File: src/rtl/cal_pkg.sv
package cal_pkg;

  typedef struct packed {
    logic       cent;
    logic [7:0] year;
    logic [4:0] mon;
    logic [2:0] wday;
    logic [5:0] day;
    logic [5:0] hour;
    logic [6:0] min;
    logic [6:0] sec;
  } cal_t;

  localparam cal_t CAL_RESET = '{cent: 1'b0, year: 8'h00, mon: 5'h01, wday: 3'd0,
                                 day: 6'h01, hour: 6'h00, min: 7'h00, sec: 7'h00};

  // Packed-BCD increment of a two-digit value, no range wrap.
  function automatic logic [7:0] bcd_inc(input logic [7:0] v);
    if (v[3:0] >= 4'd9) return {v[7:4] + 4'd1, 4'd0};
    else                return {v[7:4], v[3:0] + 4'd1};
  endfunction

endpackage

File: src/rtl/cal_month_len.sv
module cal_month_len (
  input  logic [4:0] mon,
  input  logic [7:0] year,
  output logic [5:0] last_day
);
  logic [7:0] ybin;
  logic       leap;

  always_comb begin
    ybin = {4'd0, year[7:4]} * 8'd10 + {4'd0, year[3:0]};
    leap = (ybin % 8'd4) == 8'd0;
    case (mon)
      5'h02:                      last_day = leap ? 6'h29 : 6'h28;
      5'h04, 5'h06, 5'h09, 5'h11: last_day = 6'h30;
      default:                    last_day = 6'h31;
    endcase
  end
endmodule

File: src/rtl/cal_advance.sv
module cal_advance
  import cal_pkg::*;
(
  input  cal_t cur,
  input  logic step,
  output cal_t nxt
);
  logic [5:0] last_day;
  logic c_sec, c_min, c_hour, c_day, c_mon, c_year;

  cal_month_len u_mlen (
    .mon      (cur.mon),
    .year     (cur.year),
    .last_day (last_day)
  );

  always_comb begin
    c_sec  = cur.sec  == 7'h59;
    c_min  = c_sec  && (cur.min  == 7'h59);
    c_hour = c_min  && (cur.hour == 6'h23);
    c_day  = c_hour && (cur.day  >= last_day);
    c_mon  = c_day  && (cur.mon  == 5'h12);
    c_year = c_mon  && (cur.year == 8'h99);

    nxt = cur;
    if (step) begin
      nxt.sec = c_sec ? 7'h00 : 7'(bcd_inc({1'b0, cur.sec}));
      if (c_sec)  nxt.min  = c_min  ? 7'h00 : 7'(bcd_inc({1'b0, cur.min}));
      if (c_min)  nxt.hour = c_hour ? 6'h00 : 6'(bcd_inc({2'b0, cur.hour}));
      if (c_hour) begin
        nxt.day  = c_day ? 6'h01 : 6'(bcd_inc({2'b0, cur.day}));
        nxt.wday = (cur.wday >= 3'd6) ? 3'd0 : cur.wday + 3'd1;
      end
      if (c_day)  nxt.mon  = c_mon  ? 5'h01 : 5'(bcd_inc({3'b0, cur.mon}));
      if (c_mon)  nxt.year = c_year ? 8'h00 : bcd_inc(cur.year);
      nxt.cent = cur.cent ^ c_year;
    end
  end
endmodule

File: src/rtl/cal_rd_mux.sv
module cal_rd_mux
  import cal_pkg::*;
#(
  parameter int ADDR_W = 4
) (
  input  logic [ADDR_W-1:0] addr,
  input  cal_t              cal,
  input  logic              vl,
  input  logic              stop,
  input  logic [7:0]        ctl_b,
  output logic [7:0]        data
);
  always_comb begin
    case (addr)
      ADDR_W'(0): data = {2'b00, stop, 5'b00000};
      ADDR_W'(1): data = ctl_b;
      ADDR_W'(2): data = {vl, cal.sec};
      ADDR_W'(3): data = {1'b0, cal.min};
      ADDR_W'(4): data = {2'b00, cal.hour};
      ADDR_W'(5): data = {2'b00, cal.day};
      ADDR_W'(6): data = {5'b00000, cal.wday};
      ADDR_W'(7): data = {cal.cent, 2'b00, cal.mon};
      ADDR_W'(8): data = cal.year;
      default:    data = 8'h00;
    endcase
  end
endmodule

File: src/rtl/bcd_cal_core.sv
module bcd_cal_core
  import cal_pkg::*;
#(
  parameter int ADDR_W = 4
) (
  input  logic              clk,
  input  logic              rst,
  input  logic              tick,
  input  logic              wr_en,
  input  logic [ADDR_W-1:0] addr,
  input  logic [7:0]        wdata,
  output logic [7:0]        rdata
);
  localparam logic [ADDR_W-1:0] A_CTLA = ADDR_W'(0);
  localparam logic [ADDR_W-1:0] A_CTLB = ADDR_W'(1);
  localparam logic [ADDR_W-1:0] A_SEC  = ADDR_W'(2);
  localparam logic [ADDR_W-1:0] A_MIN  = ADDR_W'(3);
  localparam logic [ADDR_W-1:0] A_HOUR = ADDR_W'(4);
  localparam logic [ADDR_W-1:0] A_DAY  = ADDR_W'(5);
  localparam logic [ADDR_W-1:0] A_WDAY = ADDR_W'(6);
  localparam logic [ADDR_W-1:0] A_MON  = ADDR_W'(7);
  localparam logic [ADDR_W-1:0] A_YEAR = ADDR_W'(8);
  localparam int               STOP_BIT = 5;

  cal_t       cal_q, cal_nxt;
  logic       vl_q, stop_q, swallow_q;
  logic [7:0] ctl_b_q, rd_comb;
  logic       time_wr, step;

  assign time_wr = wr_en && (addr >= A_SEC) && (addr <= A_YEAR);
  assign step    = tick && !stop_q && !swallow_q && !time_wr;

  cal_advance u_adv (
    .cur  (cal_q),
    .step (step),
    .nxt  (cal_nxt)
  );

  cal_rd_mux #(.ADDR_W(ADDR_W)) u_rd (
    .addr  (addr),
    .cal   (cal_q),
    .vl    (vl_q),
    .stop  (stop_q),
    .ctl_b (ctl_b_q),
    .data  (rd_comb)
  );

  always_ff @(posedge clk) begin
    if (rst) begin
      cal_q     <= CAL_RESET;
      vl_q      <= 1'b1;
      stop_q    <= 1'b0;
      swallow_q <= 1'b0;
      ctl_b_q   <= 8'h00;
      rdata     <= 8'h00;
    end else begin
      rdata <= rd_comb;
      cal_q <= cal_nxt;
      if (tick && !stop_q) swallow_q <= 1'b0;
      if (wr_en) begin
        case (addr)
          A_CTLA: begin
            stop_q <= wdata[STOP_BIT];
            if (stop_q && !wdata[STOP_BIT]) swallow_q <= 1'b1;
          end
          A_CTLB: ctl_b_q <= wdata;
          A_SEC: begin
            cal_q.sec <= wdata[6:0];
            vl_q      <= 1'b0;
          end
          A_MIN:  cal_q.min  <= wdata[6:0];
          A_HOUR: cal_q.hour <= wdata[5:0];
          A_DAY:  cal_q.day  <= wdata[5:0];
          A_WDAY: cal_q.wday <= wdata[2:0];
          A_MON: begin
            cal_q.mon  <= wdata[4:0];
            cal_q.cent <= wdata[7];
          end
          A_YEAR: cal_q.year <= wdata;
          default: ;
        endcase
      end
    end
  end
endmodule

File: config.mk
export PLATFORM = sky130hd
export DESIGN_NAME = bcd_cal_core
export DESIGN_NICKNAME = d
export VERILOG_FILES = /design/src/rtl/cal_pkg.sv /design/src/rtl/cal_month_len.sv /design/src/rtl/cal_advance.sv /design/src/rtl/cal_rd_mux.sv /design/src/rtl/bcd_cal_core.sv
export SDC_FILE = /design/constraint.sdc
export NUM_CORES = 1
export LEC_CHECK = 0
export CORE_MARGIN = 1.5
export CORE_UTILIZATION = 58
export DETAILED_ROUTE_END_ITERATION = 6
export DONT_BUFFER_PORTS = 1
export PLACE_DENSITY = 0.85
export SETUP_SLACK_MARGIN = 0.3
export SKIP_CTS_REPAIR_TIMING = 1
export SLEW_MARGIN = 20
export SYNTH_ARGS = -nofsm -noshare
export SYNTH_HDL_FRONTEND = slang
export SYNTH_SLANG_ARGS = --single-unit
File: constraint.sdc
create_clock -name clk -period 6.3 [get_ports clk]
set_clock_uncertainty 0.05 [all_clocks]
set_input_delay 1.26 -clock clk [delete_from_list [all_inputs] [get_ports clk]]
set_output_delay 1.26 -clock clk [all_outputs]
set_load 0.01 [all_outputs]
## After elaboration in Yosys (flattened, before gate mapping)

Index checks and enable logic that the tools add are counted.

| word-level totals | value |
|---|---|
| flip-flop bits (word level) | 62 |
| output and inout bits | 8 |
| logic and storage cells | 113 |

| cells by class | value |
|---|---|
| $add $sub $neg | 14 |
| $mul | 1 |
| magnitude comparators | 10 |
| equality and inequality tests | 18 |
| muxes and demuxes | 35 |
| bitwise gates (word level) | 1 |
| reductions and logical operators | 21 |

Operators with widths:

| kind | number |
|---|---|
| 2-to-1 mux 43 bit | 2 |
| one-hot mux 8 bit (9 select lines) | 1 |
| 2-to-1 mux 7 bit | 7 |
| 2-to-1 mux 6 bit | 7 |
| 2-to-1 mux 8 bit | 4 |
| adder 4 x 1 -> 4 bit, second input constant | 7 |
| >= comparator 4 bit, second input constant | 6 |
| 2-to-1 mux 5 bit | 4 |
| equality test 4 x 3 -> 1 bit, second input constant | 4 |
| equality test 7 bit, second input constant | 2 |
| logical AND 1 bit | 11 |
| equality test 5 x 3 -> 1 bit, second input constant | 2 |
| equality test 5 bit, second input constant | 2 |
| one-hot mux 5 bit (2 select lines) | 1 |
| adder 3 x 1 -> 3 bit, second input constant | 3 |
| 2-to-1 mux 9 bit | 1 |
| equality test 4 x 2 -> 1 bit, second input constant | 2 |
| equality test 8 bit, second input constant | 1 |
| logical NOT 8 bit | 1 |
| equality test 6 bit, second input constant | 1 |
| >= comparator 6 bit | 1 |
| 2-to-1 mux 1 bit | 6 |
| 2-to-1 mux 3 bit | 2 |
| AND reduction 2 bit | 3 |
| 15 further kinds | 19 |

## Longest topological paths before layout

| logic depth | value |
|---|---|
| depth after elaboration | 14 |
| gate-level depth with buffers | 12 |
| gate-level depth less buffers | 12 |

## By module

A second synthesis with hierarchy kept.

| second synthesis, totals | value |
|---|---|
| cells, all modules | 540 |
| area total of the unflattened synthesis | 4595.7 um2 |

Modules (own cells, without submodules):

| module | times used | cells each | area an instance (um2) | seq. area each (um2) |
|---|---|---|---|---|
| bcd_cal_core | 1 | 224 | 2411.1 | 1241.2 |
| cal_advance | 1 | 235 | 1622.8 | 0.0 |
| cal_rd_mux | 1 | 67 | 461.7 | 0.0 |
| cal_month_len | 1 | 14 | 100.1 | 0.0 |

## Least setup slack after synthesis

OpenSTA, ideal clock, no wires.

| timing path | value |
|---|---|
| path type | input -> register |
| start | in addr[0] |
| end | reg cal_q[6] (netlist bit) |
| library setup time | 70 ps |
| data arrival time | 2823 ps |
| path slack | 3357 ps |
| cell stages on the path | 7 |
| cells stage by stage | buf_2 > nor2_1 > nand4b_1 > clkbuf_1 > and3_1 > or3_1 > a21oi_1 |

| between the ends | value |
|---|---|
| cells in the longest elaborated chain, start to end | 8 |

RTL lines:

| item | line | text |
|---|---|---|
| start: declaration | bcd_cal_core.sv:10 | `input logic [ADDR_W-1:0] addr,` |
| >= comparator 4 x 2 -> 1 bit | bcd_cal_core.sv:30 | `assign time_wr = wr_en && (addr >= A_SEC) && (addr <= A_YEAR);` |
| logical AND 1 bit (2 in a row) | bcd_cal_core.sv:30 |  |
| logical NOT 1 bit | bcd_cal_core.sv:31 | `assign step = tick && !stop_q && !swallow_q && !time_wr;` |
| logical AND 1 bit | bcd_cal_core.sv:31 |  |
| 2-to-1 mux 43 bit | cal_advance.sv:26 | `if (step) begin` |
| 2-to-1 mux 7 bit | bcd_cal_core.sv:61 | `case (addr)` |
| 2-to-1 mux 43 bit * | bcd_cal_core.sv:60 | `if (wr_en) begin` |
| end signal: assignment | bcd_cal_core.sv:58 | `cal_q <= cal_nxt;` |
| end: declaration | bcd_cal_core.sv:25 | `cal_t cal_q, cal_nxt;` |

Every way passes the cells marked *; elsewhere a longest branch is shown, timed or not.
A chain may end at the register's enable or synchronous reset.

## Worst setup path after layout

| timing path | value |
|---|---|
| start | in addr[0] |
| end | reg, netlist name cal_q[39] |

| between the ends | value |
|---|---|
| cells in the longest elaborated chain, start to end | 8 |

RTL lines:

| item | line |
|---|---|
| >= comparator 4 x 2 -> 1 bit | bcd_cal_core.sv:30 |
| logical AND 1 bit (2 in a row) | bcd_cal_core.sv:30 |
| logical NOT 1 bit | bcd_cal_core.sv:31 |
| logical AND 1 bit | bcd_cal_core.sv:31 |
| 2-to-1 mux 43 bit | cal_advance.sv:26 |
| 2-to-1 mux 8 bit | bcd_cal_core.sv:61 |
| 2-to-1 mux 43 bit * | bcd_cal_core.sv:60 |

Marked as above.

==> impl_results.md <==
* Clk buf depth at 2
* Synth cell types at 66
* Syn nets at 560
* Via count at roughly 4,000
* Synthesis-to-layout area growth at 3.97%
* Mapped Area at just over 4000 um^2
* Max Cap Viol at 0
* Final count of pins violating max slew at 0
* I/O Buffers at 0
* Worst Setup End Kind: flip-flop
* Chip Width at a little under 90 um
* DRC Markers at 6
* Cell leakage power at between 1.5 and 2 nW
* Async SR Flop Fraction at 0%
* Critical path peak fanout at 24
* Post-Syn Area per Cell at slightly above 8 um^2
* Storage cell area at 1240 um^2
* Endpoints failing hold at 0
* Routed Antenna Nets at 0
* HP Class: flip-flop to flip-flop
* Setup TNS at 0 ns
* Overflow after GRT at 0
* Top Ports at 24
* Clk slew on worst S/H paths at about 0.070 ns
* Worst setup margin at around 2.5 ns
* Post-DP Area at 4150 um^2
* Vias in the first global route at between 3,000 and 4,000
* First-pass GRT wire length at between 15,000 and 20,000 um
* Area leader, netlist: dfxtp_1
* Setup Viol. Count Final at 0
* Area share of the largest cell type after synthesis at between 20 and 30%
* Peak VDD IR at 0.0989 mV
* WL final at roughly 12,000 um
* Num Clock Sinks at between 60 and 70
* Diodes inserted at 0
* Tmin final at 3.78 ns
* Max_slew headroom at 30.6%
* Synth area leaders: dfxtp_1 (30%), ha_1 (9.0%), nor2_1 (6.2%), mux2i_1 (4.6%), nand2_1 (3.3%)
* Sequential share of the synthesized area at 29.9%
* Non-Filler Instances at just under 600
* Power per cell area at around 180 nW/um^2
* Yosys reg bits at 62
* DR pass1 iterations at 7
* Violations in the final reports: design-rule violations
* Clock Latency Late Sink at roughly 0.35 ns
* Least-Margin Pin Slew at 1.03 ns
* Core Area at approximately 7000 um^2
* Placed wire-length estimate at between 8000 and 9000 um
* H-tree levels at 3
* CP startpoint kind: input port
* Fraction of layout cells with a size suffix above 1 at under 10%
* Cell area after layout at approximately 4300 um^2
* Gate count after technology mapping at slightly above 500
* Die Y-Extent at 87.7 um
* Total track usage at between 30% and 40%
* DRT iter0 DRCs at about 500
* CTS buffer count at 9
* Most frequent cell after synthesis: nor2_1
* Run status: complete, but fails checks
* Routability Congestion at just under 1
* Crit path kind: input port to flip-flop
* Cell count after placement at approximately 580
* Pre-CTS setup slack at ~2.3 ns
* F_max at around 260 MHz
* Pin count of the biggest net entering global routing at 54
* CP required at around 6.5 ns
* Synth Warn # at 0
* WL/cell at about 20 um
* Post-synth EDFFs at 0
* # fillers at just over 600
* CP Data Arrival Time at between 3 and 4 ns
* Final #Nets at ~540
* Initial antenna violation count at 0
* Main synth FF type: dfxtp_1
* Synth top cells by count: nor2_1 (69), dfxtp_1 (62), nand2_1 (36)
* DR vias/cell at about 7
* Row count at 30
* Final Cycle Share at 60.1%
* Multi-input gate area at ~2700 um^2
* RSZ-0062 raised after global routing: false
* Clock root buffer: clkbuf_8
* Die ar. at just under 8000 um^2
* Effective utilization at floorplan at between 60% and 70%
* CTS tree: done
[worst paths after layout]
path / start / end / slack [ns] / cells after the start
hold reg to reg: vl_q / vl_q / 0.44 / 1
setup / recovery: addr[0] / cal_q[39] / 2.52 / 6
setup reg to reg: cal_q[29] / cal_q[22] / 2.79 / 12
hold / removal: vl_q / vl_q / 0.44 / 1
[layout make-up]
type | instances | share of cell area, %
Multi-Input combinational cell | 396 | 62.7
Sequential cell | 62 | 28.7
Clock buffer | 12 | 3.36
Tap cell | 96 | 2.78
Inverter | 22 | 1.91
Clock inverter | 4 | 0.521
[power by group]
group | internal [mW] | switching, mW
clock | 0.152 | 0.162
combinational | 0.0236 | 0.0318
sequential | 0.399 | 0.0118
total | 0.575 | 0.205
[through the flow]
stage | hold WS [ns] | power, mW | utilization [%]
after global routing | 0.438 | 0.807 | 62.9
after detailed placement | 0.395 | 0.473 | 60.5
final | 0.443 | 0.780 | 62.9
after global placement | 0.392 | 0.470 | 60.4
after CTS | 0.428 | 0.778 | 62.9
after floorplan | 0.377 | 0.472 | -
[routing by layer]
metal / global-route usage [%] / part of all wire (%) / vias to the layer above
li1: - / - / 1841
met3: 8.67 / 11 / 39
met2: 50.5 / 45 / 278
met5: 0 / 0 / -
met1: 43.6 / 41 / 1889
met4: 12.4 / 3.0 / 0
[logic make-up (layout without fill, tap and decap cells)]
family / after synthesis / count (layout) / synth area share [%]
fa+ha+maj: 30 / 30 / 9.03
mux: 23 / 23 / 5.93
compound gates: 119 / 119 / 20.3
xor+xnor: 10 / 10 / 2.11
simple gates: 214 / 214 / 27.7
buf+inv: 56 / 38 / 5.09
flops: 62 / 62 / 29.9
[sequential cells by signal, summed over array words and instances (netlist names)]
signal and cells:
cal_q 43, ctl_b_q 8, rdata 8, stop_q 1, swallow_q 1, vl_q 1
[placed cells by master, fill, tap and decap left out, drive strengths merged, types with 9 or more instances in the layout]
| master | instances |
|---|---|
| nor2 | 69 |
| inv | 22 |
| o21ai | 20 |
| and3 | 9 |
| a22oi | 10 |
| nand2 | 36 |
| mux2i | 19 |
| a21oi | 22 |
| ha | 30 |
| dfxtp | 62 |
| a211oi | 15 |
| nand3 | 28 |
| nor3 | 16 |
| clkbuf | 12 |
| a311oi | 10 |
[critical path: stages]
cell and delay [ns]:
nor2_1 0.32, nand4b_1 0.89, nand2_1 0.75, nor3_1 0.21, o211a_1 0.17, a2111oi_0 0.36
No activity file was read; power rests on OpenSTA's default activity.
